===== config.mk =====
export PLATFORM = sky130hd
export DESIGN_NAME = reset_combiner
export DESIGN_NICKNAME = d
export VERILOG_FILES = /design/src/rtl/rc_pkg.sv /design/src/rtl/rc_sync.sv /design/src/rtl/rc_glitch_filter.sv /design/src/rtl/rc_control.sv /design/src/rtl/rc_datapath.sv /design/src/rtl/reset_combiner.sv
export SDC_FILE = /design/constraint.sdc
export NUM_CORES = 1
export LEC_CHECK = 0
export BUFFER_PORTS_ARGS = -buffer_cell sky130_fd_sc_hd__buf_4
export CAP_MARGIN = 10
export CORE_MARGIN = 10
export CORE_UTILIZATION = 30
export DETAILED_ROUTE_END_ITERATION = 8
export SYNTH_ARGS = -nofsm -noshare
export SYNTH_HDL_FRONTEND = slang
export SYNTH_HIERARCHICAL = 1
export SYNTH_SLANG_ARGS = --single-unit

===== constraint.sdc =====
create_clock -name clk -period 2.47 [get_ports clk]
set_clock_uncertainty 0.2 [all_clocks]
set_input_delay 0.247 -clock clk [delete_from_list [all_inputs] [get_ports clk]]
set_output_delay 0.247 -clock clk [all_outputs]
set_load 0.02 [all_outputs]

===== src/rtl/rc_pkg.sv =====
package rc_pkg;
  // Control-to-datapath strobes for the hold-time counter
  typedef struct packed {
    logic reload;  // load the full timeout
    logic step;    // count down by one
  } rcStrobe_t;
endpackage


===== src/rtl/rc_sync.sv =====
module rc_sync #(
  parameter int WIDTH = 3,
  parameter int STAGES = 2,
  parameter logic [WIDTH-1:0] INIT = '0
) (
  input  logic             clk,
  input  logic [WIDTH-1:0] din,
  output logic [WIDTH-1:0] dout
);
  for (genvar i = 0; i < WIDTH; i++) begin : g_bit
    logic [STAGES-1:0] chain = {STAGES{INIT[i]}};
    always_ff @(posedge clk) chain <= {chain[STAGES-2:0], din[i]};
    assign dout[i] = chain[STAGES-1];
  end
endmodule


===== src/rtl/rc_glitch_filter.sv =====
module rc_glitch_filter #(
  parameter int FILTER_CYCLES = 16
) (
  input  logic clk,
  input  logic rawN,
  output logic levelN
);
  localparam int CW = $clog2(FILTER_CYCLES + 1);
  localparam logic [CW-1:0] LAST = CW'(FILTER_CYCLES - 1);

  logic          stateN = 1'b1;
  logic [CW-1:0] runCnt = '0;
  logic          chkArmed = 1'b0;

  always_ff @(posedge clk) begin
    if (rawN == stateN) begin
      runCnt <= '0;
    end else if (runCnt == LAST) begin
      stateN <= rawN;
      runCnt <= '0;
    end else begin
      runCnt <= runCnt + CW'(1);
    end
  end

  assign levelN = stateN;

  always_ff @(posedge clk) chkArmed <= 1'b1;


  flip_needs_mismatch_chk: assert property (@(posedge clk) disable iff (!chkArmed)
    (stateN != $past(stateN)) |-> ($past(rawN) != $past(stateN)));


  flip_needs_full_run_chk: assert property (@(posedge clk) disable iff (!chkArmed)
    (stateN != $past(stateN)) |-> ($past(runCnt) == LAST));
endmodule


===== src/rtl/rc_control.sv =====
module rc_control
  import rc_pkg::*;
(
  input  logic       supplyLowS,
  input  logic       manFiltN,
  input  logic       auxOkS,
  input  logic       wdTimeout,
  input  logic       countZero,
  output rcStrobe_t  strobe
);
  logic levelCause;

  always_comb begin
    levelCause    = supplyLowS | ~manFiltN | ~auxOkS;
    strobe.reload = levelCause | wdTimeout;
    strobe.step   = ~strobe.reload & ~countZero;
  end
endmodule


===== src/rtl/rc_datapath.sv =====
module rc_datapath
  import rc_pkg::*;
#(
  parameter int TIMEOUT_CYCLES = 1000
) (
  input  logic      clk,
  input  rcStrobe_t strobe,
  output logic      countZero
);
  localparam int CW = $clog2(TIMEOUT_CYCLES + 1);
  localparam logic [CW-1:0] FULL = CW'(TIMEOUT_CYCLES);

  logic [CW-1:0] holdCnt = FULL;
  logic          chkArmed = 1'b0;

  always_ff @(posedge clk) begin
    if (strobe.reload) holdCnt <= FULL;
    else if (strobe.step) holdCnt <= holdCnt - CW'(1);
  end

  assign countZero = (holdCnt == '0);

  always_ff @(posedge clk) chkArmed <= 1'b1;


  reload_full_chk: assert property (@(posedge clk) disable iff (!chkArmed)
    strobe.reload |=> (holdCnt == FULL));


  step_by_one_chk: assert property (@(posedge clk) disable iff (!chkArmed)
    strobe.step |=> (holdCnt == $past(holdCnt) - CW'(1)));


  idle_stays_chk: assert property (@(posedge clk) disable iff (!chkArmed)
    (!strobe.reload && countZero) |=> countZero);
endmodule


===== src/rtl/reset_combiner.sv =====
module reset_combiner
  import rc_pkg::*;
#(
  parameter int TIMEOUT_CYCLES = 1000,
  parameter int FILTER_CYCLES = 16,
  parameter int SYNC_STAGES = 2
) (
  input  logic clk,
  input  logic supplyLow,
  input  logic manRstN,
  input  logic auxOkN,
  input  logic wdTimeout,
  output logic rstN,
  output logic rstHi,
  output logic rstActive
);
  logic [2:0] syncOut;
  logic       manFiltN;
  logic       countZero;
  rcStrobe_t  strobe;
  logic       chkArmed = 1'b0;

  // bit 2 supply (idle 0), bit 1 manual (idle 1), bit 0 aux (idle 1)
  rc_sync #(.WIDTH(3), .STAGES(SYNC_STAGES), .INIT(3'b011)) u_sync (
    .clk (clk),
    .din ({supplyLow, manRstN, auxOkN}),
    .dout(syncOut)
  );

  rc_glitch_filter #(.FILTER_CYCLES(FILTER_CYCLES)) u_filt (
    .clk   (clk),
    .rawN  (syncOut[1]),
    .levelN(manFiltN)
  );

  rc_control u_ctrl (
    .supplyLowS(syncOut[2]),
    .manFiltN  (manFiltN),
    .auxOkS    (syncOut[0]),
    .wdTimeout (wdTimeout),
    .countZero (countZero),
    .strobe    (strobe)
  );

  rc_datapath #(.TIMEOUT_CYCLES(TIMEOUT_CYCLES)) u_dp (
    .clk      (clk),
    .strobe   (strobe),
    .countZero(countZero)
  );

  assign rstActive = ~countZero;
  assign rstHi     = ~countZero;
  assign rstN      = countZero;

  always_ff @(posedge clk) chkArmed <= 1'b1;


  supply_forces_reset_chk: assert property (@(posedge clk) disable iff (!chkArmed)
    syncOut[2] |=> rstActive);


  aux_forces_reset_chk: assert property (@(posedge clk) disable iff (!chkArmed)
    !syncOut[0] |=> rstActive);


  strobe_forces_reset_chk: assert property (@(posedge clk) disable iff (!chkArmed)
    wdTimeout |=> !rstN);
endmodule


* After elaboration in Yosys (flattened, before gate mapping)
Cells that the tools add are included.
Cells by class: add/subtract/negate cells 2, equal/unequal tests 2, bitwise logic cells 9, reductions and logical operators 3
Operators with widths (number):
- 10-bit zero test | 1
- 10-bit by 1-bit subtractor with 10-bit output (second input constant) | 1
- 5-bit by 1-bit adder with 5-bit output (second input constant) | 1
- 5-bit by 4-bit equality test with 1-bit output (second input constant) | 1
- 1-bit inverter | 5
- 1-bit OR | 3
- 2-bit AND reduction | 1
- 2-bit OR reduction | 1
- 1-bit bitwise AND | 1
- 1-bit equality test | 1
Word-level totals: register bits 22, output and inout bits 3, word-level logic and storage cells 22

* Logic depth before layout (Yosys ltp)
Gate-level depths: netlist of the first run.
word-level depth 6, mapped depth 9, gate-level depth less buffers 8

* By module
The synthesis of the first run kept the hierarchy.
Modules (own cells, without submodules):
- rc_datapath | instances 1, cells each 50, area an instance 450.4 um^2, seq. area each 200.2 um^2
- rc_glitch_filter | instances 1, cells each 21, area an instance 252.7 um^2, seq. area each 130.1 um^2
- rc_sync | instances 1, cells each 9, area an instance 142.6 um^2, seq. area each 120.1 um^2
- rc_control | instances 1, cells each 2, area an instance 33.8 um^2, seq. area each 0.0 um^2
- reset_combiner | instances 1, cells each 2, area an instance 11.3 um^2, seq. area each 0.0 um^2

* Least setup slack after synthesis of the first run
Ideal clock, no wire load.
path kind register to register, start register u_dp.holdCnt[5], end register u_dp.holdCnt[3], data arrival time 2.527 ns, setup slack -0.375 ns, cell stages (with the launch flop) 8, buffers on the path 1, clock period less this slack 2.845 ns, path through dfxtp_1 or4_1 nor4_1 nor2_2 or4b_1 clkbuf_1 xor2_1 nand2_1
RTL lines:
- start, declared | RTL line rc_datapath.sv:13 | logic [CW-1:0] holdCnt = FULL;
- start signal, assigned | RTL line rc_datapath.sv:18 | else if (strobe.step) holdCnt <= holdCnt - CW'(1);

==> impl_summary.md, run 1 <==
Run status
The run finished with clean final reports.

Logic synthesis
After Yosys synthesis, full adders, half adders and majority gates account for 4.21% of the synthesized area. The mux share of post-synthesis cell area is 1.12%. After Yosys synthesis, XOR and XNOR cells account for 6.74% of the synthesized area. The netlist area before placement is 891 um2.

After synthesis, the mean cell area works out to 10.6 um2. The number of instances in the synthesized netlist is 84. The post-synthesis compound-gate area fraction is 5.34%. After Yosys synthesis, and, or, nand and nor cells account for 26.1% of the synthesized area. The post-synthesis net count is 92.

Counting flops and latches in the post-synthesis netlist gives 22. The post-synthesis cell type count is 32. Sequential cells were found to cover 50.6% of the synthesized design area. During synthesis, Yosys emitted a total of 6 warnings.

By area, the combinational part of the netlist is dominated by simple AND/OR/NAND/NOR gates.

Critical path
The endpoint of the worst register-to-register path is u_dp/holdCnt[9]. The critical path's top delay family is simple AND/OR/NAND/NOR gates. Data on the critical path is required at its endpoint by 2.52 ns. For this run, the slowest stage of the critical path takes 0.53 ns. For this design, the slowest cell found on the critical path is or4b_4. The critical path startpoint category is a register. The type of destination of the critical path is a register. The highest fanout seen on the critical path is 6. The worst reg2reg path startpoint is u_dp/holdCnt[0]. For flop-to-flop paths, the worst setup slack is 0.15 ns. The classification of the worst setup path is register to register. At the worst endpoint, the arrival time is 2.37 ns. The buffer and inverter count on the worst path is 1. The worst register-to-register path has a depth of 8. Walking the worst path, the cells encountered are inv_1, ha_1, nand2_1, nor4_4, nor2_4, or4b_4, or4_1, nand3_1.

Power and ir drop
Per report_power, the clock group accounts for 40.6% of the total. For this design the total switching power over the nets is 124 uW. In this run the power density over the cells is 629 mW/mm2. The design internal power is 547 uW.

VDD sags by at most 0.000370 V. The proportion of power drawn by flip-flops and latches is 55.5%. Net switching is 18.5% of the power. The part of the power in combinational logic is 3.8%.

In this run the static leakage power is 0.000367 uW.

STA
The top achievable clock speed is 0.432 GHz. The ratio of final minimum period to clock period is 93.7%. At the pin with the least slew margin, the transition time is 0.337 ns.

For the finished layout, the period the worst path requires is 2.32 ns. Setup repair after global routing left no endpoint under its margin. The final-layout worst hold slack is 0.144 ns. The worst slew margin relative to its limit is 77.4%.

The total of endpoints with negative setup slack in the final report is 0. The final count of hold timing violations is 0. Summed over all failing endpoints, the final setup total negative slack is 0 ns. The final-report max-slew violation count was 0.

Routing
The pre-antenna-repair detailed-routing pass consisted of 4 iterations. Once detail routing completed, the nets flagged for antenna violations numbered 0. After detailed routing, the number of vias per cell comes to 4.82. The routed wire length is 1520 um. Dividing the detail-routed wire length by the instance count gives 12.2 um. The DRC violations left is 0. The initial DRC count is 4. The routed layout has 603 vias.

Layout
After filler insertion, the fill cell instance count of the layout stands at 270. Relative to the synthesized area, the layout overhead comes to 19.9%. The commonest non-fill, non-tap cell in the layout is dfxtp_1. Cells with a size suffix above 1 make up 21.3% of the layout. In the layout the commonest cells are 21 x dfxtp_1, 8 x buf_4, 6 x nor2_1, 5 x inv_1. Summing all non-filler instances in the final layout gives an area of 0.00107 mm2. The number of antenna diodes in the final layout is 0. In the final design database the tool counted 103 nets.

Clock tree
The latest clock arrival within the worst-skew pair is 0.30 ns. TritonCTS built the clock tree. The number of buffers inserted by post-CTS setup repair is 0. The number of buffers created by CTS is 3. The number of sinks driven by the clock tree is 22. The buffer depth of the longest clock path is 2.

In this run the number of H-tree levels came out at 1. The root buffer cell chosen for the clock tree is clkbuf_4. Clock-pin slew was measured on the worst setup and hold paths at 0.13 ns.

Placement
Routability-driven placement finished with a final weighted congestion of 0.793. In this run the cell area measured after placement is 971 um2. The HPWL after detailed placement is 1050 um.

Port buffering added 7 buffers.

Global routing
Global routing consumed, on the met2 layer, 8.36% of the routing resources. Global routing used 2.13% of the available met3 tracks. The first global-routing pass estimated 2540 um of wire.

The met1 routing resource usage after global routing is 7.25%. The number of antenna violations at the first check in global routing came to 0. The final global-route overflow total is 0. The global router's overall resource usage is 5.94%.

After global routing, the most crowded layer is met2. The largest net degree at the start of global routing is 14. The via count of the first global-routing pass came to 574.

Die
The initial utilization of the core area, before any placement, comes to 31.8%. From left edge to right edge, the die measures 74.5 um. The height of the die is 74.5 um. The total die area is 0.00555 mm2. The number of placed I/O pins is 8.

After floorplanning, the core was sized to cover 0.00281 mm2. The number of rows created at floorplan is 19.

Min path
The tightest min-delay check is of the register to register type. The count of cells along the worst hold path is 0. The worst hold path terminates at u_sync/g_bit[1].chain[1].

The launch instance of the worst min-delay path is u_sync/g_bit[1].chain[0].

Flow run
The tool flagged a number of max-cap violations equal to 0.
[state kept, by name (all words and copies together) (netlist names)]
signal              count
u_filt/levelN           1
u_filt/runCnt           5
u_dp/holdCnt           10
u_sync/g_bit.chain      6
[how the worst max path moves through the flow]
stage	from	endpoint	cells after the start
finish	u_dp/holdCnt[0]	u_dp/holdCnt[9]	8
global route	u_dp/holdCnt[0]	u_dp/holdCnt[9]	8
CTS	u_dp/holdCnt[0]	u_dp/holdCnt[9]	8
detailed placement	u_dp/holdCnt[0]	u_dp/holdCnt[9]	8
global placement	u_dp/holdCnt[0]	u_dp/holdCnt[9]	8
floorplan	u_dp/holdCnt[5]	u_dp/holdCnt[3]	7
[worst reg2reg max path, cell delays in order (launching register included)]
cell and delay, ns:
dfxtp_1 0.39, inv_1 0.06, ha_1 0.22, nand2_1 0.11, nor4_4 0.07, nor2_4 0.17
or4b_4 0.53, or4_1 0.42, nand3_1 0.09
[power by group through the flow]
stage | sequential [uW] | combinational (uW) | clock (uW)
6_report | 373 | 25.7 | 273
2_1_floorplan | 378 | 18.8 | 0
3_3_place_gp | 380 | 20.8 | 0
5_1_grt | 374 | 28.1 | 298
4_1_cts | 373 | 25.4 | 280
3_5_place_dp | 381 | 21.6 | 0
[cells by family (layout without fill, tap and decap cells)]
family	count (synthesis)	after routing
AO/OA/AOI/OAI	7	7
flip-flops	22	22
multiplexers	1	1
buffers and inverters	10	20
AND/OR/NAND/NOR	35	35
adder cells (fa/ha/maj)	3	3
XOR/XNOR	6	6
[layer usage]
metal | wire [um] | share of wire [%]
met5 | 0 | 0
met2 | 728 | 48
met1 | 739 | 49
met4 | 16 | 1.1
met3 | 36 | 2.4
[final cells by class]
cell class,count,area [um2],area share (%)
Sequential cell,22,450,42.2
Multi-Input combinational cell,52,418,39.1
Timing Repair Buffer,11,90.1,8.43
Tap cell,31,38.8,3.63
Clock inverter,1,30.0,2.81
Clock buffer,3,22.5,2.11
Inverter,5,18.8,1.76
[cell usage after synthesis, drive strengths merged]
cell,count,share of area (%)
a211oi,1,0.84
a21oi,1,0.56
buf,4,3.4
mux2i,1,1.1
inv,5,2.1
or4,4,3.4
or4b,1,1.1
nor2b,2,1.4
ha,3,4.2
or2,1,0.70
xnor2,3,3.8
dfxtp,21,47
or3,2,1.4
o31ai,3,2.5
edfxtp,1,3.4
o21bai,1,0.84
o21ai,1,0.56
clkbuf,1,0.42
and3,1,0.70
nor3,3,1.7
and4,1,0.98
nor3b,1,0.84
nand2,3,1.3
nand3,4,2.2
xor2,3,2.9
nor2,7,3.2
nor4,3,2.8
nand4bb,2,4.4
[per-stage QoR]
| stage | util [%] | std cells | power, uW | setup slack, ns |
|---|---|---|---|---|
| finish | 38.1 | 125 | 672 | 0.155 |
| CTS | 37.6 | 125 | 678 | 0.0653 |
| floorplan | - | 84 | 397 | 0.109 |
| global placement | 34.6 | 118 | 401 | 0.168 |
| detailed placement | 34.6 | 118 | 403 | 0.105 |
| global route | 38.1 | 125 | 701 | 0.0287 |
[what timing repair did]
action                                  4_1_cts  5_1_grt
hold buffers                                  3        0
gates resized for setup                       0        3
endpoints found under the setup margin        0        2
endpoints found under the hold margin         3        0
No activity file was read; power rests on OpenSTA's default activity.
==> run 2, diff against run 1 <==
Settings changed: SYNTH_HIERARCHICAL 1 to unset.
==> run 2 against run 1 <==
  * Via count is 14% higher
  * Final cell count is 10% higher
  * Total power is 0.74% higher
  * Clock-buffer cell count stayed put
  * Register-to-register slack better by 0.47 ns
  * Combinational power is 17% higher
  * Wire length is 9.6% higher
  * Non-clock buffer count stayed put
  * Worst hold slack worse by 0.025 ns
  * Sequential share of layout area is 1.2 points lower
  * Clock power hardly changed
  * Largest cell class unchanged
  * Highest routed layer unchanged
==> impl_summary.md, run 2 <==
Run status
The flow ran to the end, and the final reports show no timing, DRC or antenna violations.

Power and ir drop
The design internal power is 550 uW (+0.43%). The clock group share of total power is 40.1% (-0.5 points). The switching fraction of total power is 18.7% (+0.25 points). The proportion of power drawn by flip-flops and latches is 55.4% (about the same). The power spent charging and discharging nets is 127 uW (+2.1%). The leakage power total is 0.000447 uW (+22%). The worst vdd rail ir drop is 0.000381 V (+3.1%). The total power density per cell area is 616 mW/mm2 (-2.0%).

The part of the power in combinational logic is 4.4% (+0.6 points).

Flow run
The number of max-cap violations came to 0 (unchanged).

Logic synthesis
After synthesis, the cell types taking the most area are dfxtp_1 45%, ha_1 4.0%, inv_1 3.6%. The proportion of synthesized chip area in sequential cells is 48.3% (-2.2 points). The post-synthesis cell type count is 40 (+25%).

The leading register cell type out of synthesis is dfxtp_1. The mean post-synth cell area is 10.0 um2 (-5.5%). The most common cell in the netlist is dfxtp_1. The post-synthesis register bit count is 22 (unchanged).

The post-synthesis net count is 101 (+9.8%). The share of flip-flops with an asynchronous set or reset is 0% (unchanged). The most area-hungry cell type in the Yosys netlist is dfxtp_1. The netlist area before placement is 932 um2 (+4.6%).

The number of instances in the synthesized netlist came to 93 (+11%). The commonest cells after synthesis are 21 x dfxtp_1, 9 x inv_1, 7 x nor2_1. The count of synthesis-stage warnings from yosys is 0 (-6). The number of synthesized flops with an enable pin is 1 (unchanged). The fraction of synthesized cell area taken by the top area cell type was 45.1% (-2.1 points).

Routing
The count of antenna-violating nets left after detailed routing is 0 (unchanged). The initial DRC count was 79 (+75). The per-cell routed wire length is 12.1 um (-0.73%).

The number of search-and-repair iterations in the first detailed-routing pass is 4 (unchanged). The via count came to 685 (+14%). The DRC violations left was 0 (unchanged). The average via count per standard cell was 4.96 (+2.9%).

The routed wire length is 1670 um (+9.6%).

STA
The setup TNS is 0 ns (unchanged). The worst slew margin relative to its limit was 63.9% (-14 points). The total of endpoints with negative setup slack in the final report is 0 (unchanged). The final-report max-slew violation count is 0 (unchanged). The ratio of final minimum period to clock period is 94.0% (+0.27 points).

The measured slew at the worst slew-check pin is 0.537 ns (+0.200 ns). The final count of hold timing violations is 0 (unchanged). The time the worst path needs with I/O delays and setup came to 2.32 ns (+0.00659 ns). The top achievable clock speed is 0.431 GHz (-0.28%). Setup repair after global routing left no endpoint under its margin.

Global routing
The largest net degree at the start of global routing was 14 (unchanged). The final global-route overflow total is 0 (unchanged). The via count of the first global-routing pass came to 672 (+17%). The first-pass GRT wire length is 2930 um (+15%). The global router's overall resource usage was 6.60% (+0.66 points).

The number of antenna violations at the first check in global routing is 0 (unchanged).

Layout
The final layout net count was 114 (+11%). The register containing the most flip-flops in the final layout is u_dp.holdCnt. The filler-free cell count of the finished design is 138 (+10%). The ratio of cells with drive above 1 in the final layout is 19.0% (-2.2 points). The number of flip-flops in the largest register came to 10 (unchanged). The number of antenna diodes is 0 (unchanged). In the final layout, the registers with the most flip-flops are u_dp.holdCnt: 10 flops, u_sync.g_bit.chain: 6 flops, u_filt.runCnt: 5 flops. The library cells used most frequently in the layout, excluding fill and tap cells, are 21 x dfxtp_1, 9 x inv_1, 8 x buf_4, 7 x nor2_1. Relative to the synthesized area, the layout overhead comes to 17.9%. The commonest non-fill, non-tap cell in the layout is dfxtp_1.

Critical path
The critical path startpoint category is a register. The classification of the worst setup path is register to output pin. The critical path goes through inv_1, ha_2, or3b_4, nor3_4, inv_1, buf_4. The data arrival time of the critical path is 1.87 ns (-0.50 ns).

The highest fanout seen on the critical path is 5 (-1). The worst-path cell with the longest stage delay is or3b_4. The data required time at the worst endpoint is 2.02 ns (-0.50 ns).

The largest stage delay on the critical path came to 0.41 ns (-0.12 ns). Broken down by cell family, the worst path's largest delay share belongs to simple AND/OR/NAND/NOR gates. The type of destination of the critical path is an output pin. The cell repeated most along the worst path is inv_1. The buffer and inverter count on the worst path is 3 (+2).

Clock tree
The number of H-tree branching levels is 1 (unchanged). The number of buffers inserted by post-CTS setup repair was 0 (unchanged). The clock transition at the registers of the reported paths is 0.12 ns (about the same).

The root buffer cell is clkbuf_4. The CTS tree is yes. The number of sinks driven by the clock tree is 22 (unchanged). The latest clock arrival within the worst-skew pair is 0.30 ns (about the same). The number of buffers created by CTS is 3 (unchanged). The buffer depth of the longest clock path is 2 (unchanged).

Placement
The final weighted congestion in routability-driven placement is 0.790 (-0.40%). The count of input and output buffers is 7 (unchanged). The half-perimeter wire length of the detailed placement result is 1240 um (+18%). The placed instance count is 131 (+11%).

Die
The area of the core is 0.00300 mm2 (+7.0%). The number of placed I/O pins is 8 (unchanged). The chip width is 75.7 um (+1.7%).

The height of the die is 75.7 um (+1.7%). The initial core utilization is 31.0% (-0.72 points). The total die area came to 0.00574 mm2 (+3.4%). The number of rows created at floorplan is 20 (+1).

Min path
The type of the tightest min-delay check is primary input to register.
==> run 2: cell families (layout without fill, tap and decap cells) <==
| family | after synthesis | after routing | share of synthesized area, % |
|---|---|---|---|
| adders and majority gates | 3 | 3 | 4.03 |
| and+or+nand+nor | 36 | 36 | 24.7 |
| AOI/OAI and AO/OA | 14 | 14 | 10.9 |
| muxes | 3 | 3 | 3.22 |
| buffers and inverters | 12 | 24 | 6.04 |
| xor gates and xnor gates | 3 | 3 | 2.82 |
| DFF | 22 | 22 | 48.3 |
==> run 2: power groups by stage <==
| stage | clock (uW) | combinational [uW] | sequential, uW |
|---|---|---|---|
| 5_1_grt | 297 | 34.0 | 377 |
| 4_1_cts | 285 | 29.9 | 375 |
| 3_5_place_dp | 0 | 26.2 | 383 |
| 3_3_place_gp | 0 | 24.5 | 382 |
| 6_report | 272 | 30.0 | 375 |
| 2_1_floorplan | 0 | 17.2 | 381 |
==> run 2: metrics by stage <==
stage               hold WS (ns)  cell area (um2)  total power [uW]  setup slack, ns  utilization [%]
finish                     0.118             1100               677            0.148             36.6
global route               0.128             1100               708           0.0429             36.6
floorplan                 0.0747              932               398            0.176                -
global placement           0.111             1010               407            0.416             33.7
CTS                       0.0978             1090               690           0.0675             36.4
detailed placement         0.113             1010               409            0.364             33.7
==> run 2: timing repair <==
item	4_1_cts	5_1_grt
gates resized for setup	0	2
setup endpoints to repair	2	2
hold buffers	3	0
endpoints found under the hold margin	3	0
pin swaps	1	1
==> run 2: final cells by class <==
class                   count  area (um2)
clock buffers               3        22.5
inverters                   9        33.8
fillers                   318        1900
repair buffers             11        90.1
well taps                  33        41.3
multi-input cells          59         430
clock inverters             1        30.0
flip-flops and latches     22         450
==> run 2: per-layer routing <==
metal	share of wire [%]	track usage [%]	up-vias
met4	0.78	1.86	0
met1	46	8.04	317
met5	0	0	-
li1	-	-	351
met2	48	10.4	15
met3	4.6	2.73	2
==> run 2: worst paths after layout <==
kind                            start  depth (start not counted)  slack, ns                        to
max                   u_dp.holdCnt[0]                          6       0.15                     rstHi
min                         wdTimeout                          4       0.12           u_dp.holdCnt[8]
max reg2reg           u_dp.holdCnt[0]                          5       0.62           u_dp.holdCnt[5]
min reg2reg  u_sync.g_bit[0].chain[0]                          0       0.14  u_sync.g_bit[0].chain[1]
==> run 2: worst min-delay path, delay by kind of cell <==
family | cells | cell delay, ns
buffers and inverters | 2 | 0.25
and+or+nand+nor | 2 | 0.11
==> run 3, diff against run 2 <==
Settings changed: CELL_PAD_IN_SITES_DETAIL_PLACEMENT set to 1, CELL_PAD_IN_SITES_GLOBAL_PLACEMENT set to 2, PLACE_DENSITY_LB_ADDON set to 0.1.
==> run 3 against run 2 <==
  * Via count grew 3.5%
  * Final area shrank 1.0%
  * Final cell count grew 1.4%
  * Combinational power is essentially flat
  * Total power shrank 15%
  * Fmax shrank 0.39%
  * Die area is the same
  * Critical path type unchanged
==> impl_summary.md, run 3 (synthesis gave the netlist of run 2 again) <==
STA
The setup TNS is 0 ns (unchanged). The final-layout worst hold slack is 0.132 ns (+0.0134 ns). The top achievable clock speed came to 0.429 GHz (-0.39%). The worst slew margin relative to its limit is 61.5% (-2.5 points). The time the worst path needs with I/O delays and setup is 2.33 ns (+0.00914 ns). The total of endpoints with negative setup slack in the final report is 0 (unchanged).

The ratio of final minimum period to clock period is 94.4% (+0.37 points). Setup repair after global routing left no endpoint under its margin. The measured slew at the worst slew-check pin is 0.573 ns (+0.0368 ns). The final count of hold timing violations is 0 (unchanged). The final-report max-slew violation count is 0 (unchanged).

Power and ir drop
The worst vdd rail ir drop is 0.000323 V (-15%). The total power density per cell area came to 527 mW/mm2 (-14%). The leakage power total is 0.000445 uW (-0.46%). The overall power consumption was 573 uW (-15%).

Layout
The largest registers in the layout are u_dp.holdCnt: 10 flops, u_sync.g_bit.chain: 6 flops, u_filt.runCnt: 5 flops. The final layout net count is 116 (+1.8%). The number of antenna diodes came to 0 (unchanged). Ranked by flip-flop count, first place goes to u_dp.holdCnt.

In the layout the commonest cells are 21 x dfxtp_1, 10 x buf_4, 9 x inv_1, 7 x nor2_1. The number of flip-flops in the largest register is 10 (unchanged). The commonest non-fill, non-tap cell in the layout is dfxtp_1.

The layout overhead on the synthesized area is 16.6%. The ratio of cells with drive above 1 in the final layout was 19.6% (+0.58 points). The filler-free cell count of the finished design was 140 (+1.4%).

Clock tree
The buffer depth of the longest clock path is 2 (unchanged). The latest clock arrival within the worst-skew pair came to 0.30 ns (about the same). TritonCTS built the clock tree. The number of buffers created by CTS is 3 (unchanged). The number of sinks driven by the clock tree is 22 (unchanged). The clock transition at the registers of the reported paths is 0.12 ns (about the same). The root buffer cell is clkbuf_4.

The number of H-tree branching levels is 1 (unchanged).

Routing
The number of search-and-repair iterations in the first detailed-routing pass is 4 (unchanged). The per-cell routed wire length is 13.7 um (+14%). The initial DRC count is 12 (-85%). The count of antenna-violating nets left after detailed routing is 0 (unchanged). The average via count per standard cell came to 5.06 (+2.0%). The routed wire length was 1920 um (+15%). The via count is 709 (+3.5%). The DRC violations left is 0 (unchanged).

Global routing
The via count of the first global-routing pass was 724 (+7.7%). The final global-route overflow total is 0 (unchanged). The number of antenna violations at the first check in global routing is 0 (unchanged). The largest net degree at the start of global routing is 13 (-1). The global router's overall resource usage is 7.37% (+0.77 points). The first-pass GRT wire length is 3240 um (+11%).

Die
The chip width came to 75.7 um (unchanged). The number of rows created at floorplan is 20 (unchanged). The total die area is 0.00574 mm2 (unchanged).

The initial core utilization is 31.0% (unchanged). The number of placed I/O pins is 8 (unchanged). The height of the die is 75.7 um (unchanged). The area of the core is 0.00300 mm2 (unchanged).

Flow run
The number of max-cap violations is 0 (unchanged).

Critical path
The data required time at the worst endpoint is 2.02 ns (about the same). The flop-to-flop setup slack is 0.55 ns (-0.07 ns). The largest stage delay on the critical path is 0.41 ns (about the same).

The worst setup path is launched from a register. The worst-path cell with the longest stage delay is or3b_4. Among the stages of the critical path, the cell type that occurs most often is inv_1. The highest fanout seen on the critical path came to 5 (unchanged). Traced cell by cell, the critical path runs through inv_1, ha_2, or3b_4, nor3_4, inv_1, buf_4. The type of destination of the critical path is an output pin.

The buffer and inverter count on the worst path is 3 (unchanged). The critical path's top delay family is simple AND/OR/NAND/NOR gates. The data arrival time of the critical path came to 1.88 ns (about the same). The worst setup path is of the register to output pin kind.

Placement
The half-perimeter wire length of the detailed placement result is 1370 um (+11%). The final weighted congestion in routability-driven placement came to 0.692 (-12%). The placed instance count is 131 (unchanged). The count of input and output buffers is 7 (unchanged).

Run status
The flow ran to the end, and the final reports show no timing, DRC or antenna violations.

Min path
The type of the tightest min-delay check is primary input to register.
run 3: changes by cell type in the layout (fill, tap and decap cells not counted):
cell	previous run	this run
bufinv_16	1	0
clkbuf_1	0	1
buf_4	8	10
run 3: power breakdown:
group	leakage (uW)	internal (uW)	switching, uW
combinational	0.000248	17.5	12.8
clock	0.0000150	62.8	105
sequential	0.000182	368	6.76
total	0.000445	449	124
run 3: worst min-delay path: cells and delay by family:
family,cells,cell delay [ns]
buf+inv,2,0.25
simple gates,2,0.11
run 3: final cells by class:
cell class | count | area (um2)
repair buffers | 13 | 105
fillers | 355 | 1920
inverters | 9 | 33.8
clock buffers | 4 | 26.3
multi-input cells | 59 | 430
flip-flops and latches | 22 | 450
well taps | 33 | 41.3
run 3: worst paths after layout:
| path | from | to | depth (start not counted) |
|---|---|---|---|
| setup reg to reg | u_dp.holdCnt[0] | u_dp.holdCnt[0] | 6 |
| setup / recovery | u_dp.holdCnt[0] | rstActive | 6 |
| hold reg to reg | u_sync.g_bit[1].chain[0] | u_sync.g_bit[1].chain[1] | 0 |
| hold / removal | wdTimeout | u_dp.holdCnt[8] | 4 |
run 3: per-stage QoR:
| step | worst slack, ns | cell area, um2 | util (%) |
|---|---|---|---|
| global placement | 0.381 | 1010 | 33.7 |
| CTS | 0.0322 | 1070 | 35.5 |
| finish | 0.139 | 1090 | 36.2 |
| global route | 0.0277 | 1090 | 36.2 |
| floorplan | 0.176 | 932 | - |
| detailed placement | 0.323 | 1010 | 33.7 |
run 3: what timing repair did:
action                     in CTS  in global routing
hold buffers                    3                  0
resized for setup               0                  2
pin swaps                       1                  1
setup endpoints to repair       2                  2
setup buffers                   0                  2
hold endpoints to repair        3                  0
run 3: layer usage:
layer	up-vias	share of wire, %	wire length, um	track usage, %
met3	2	3.1	59	2.34
met5	-	0	0	0
met1	346	49	938	9.77
li1	356	-	-	-
met4	0	1.0	20	3.09
met2	5	47	905	10.7
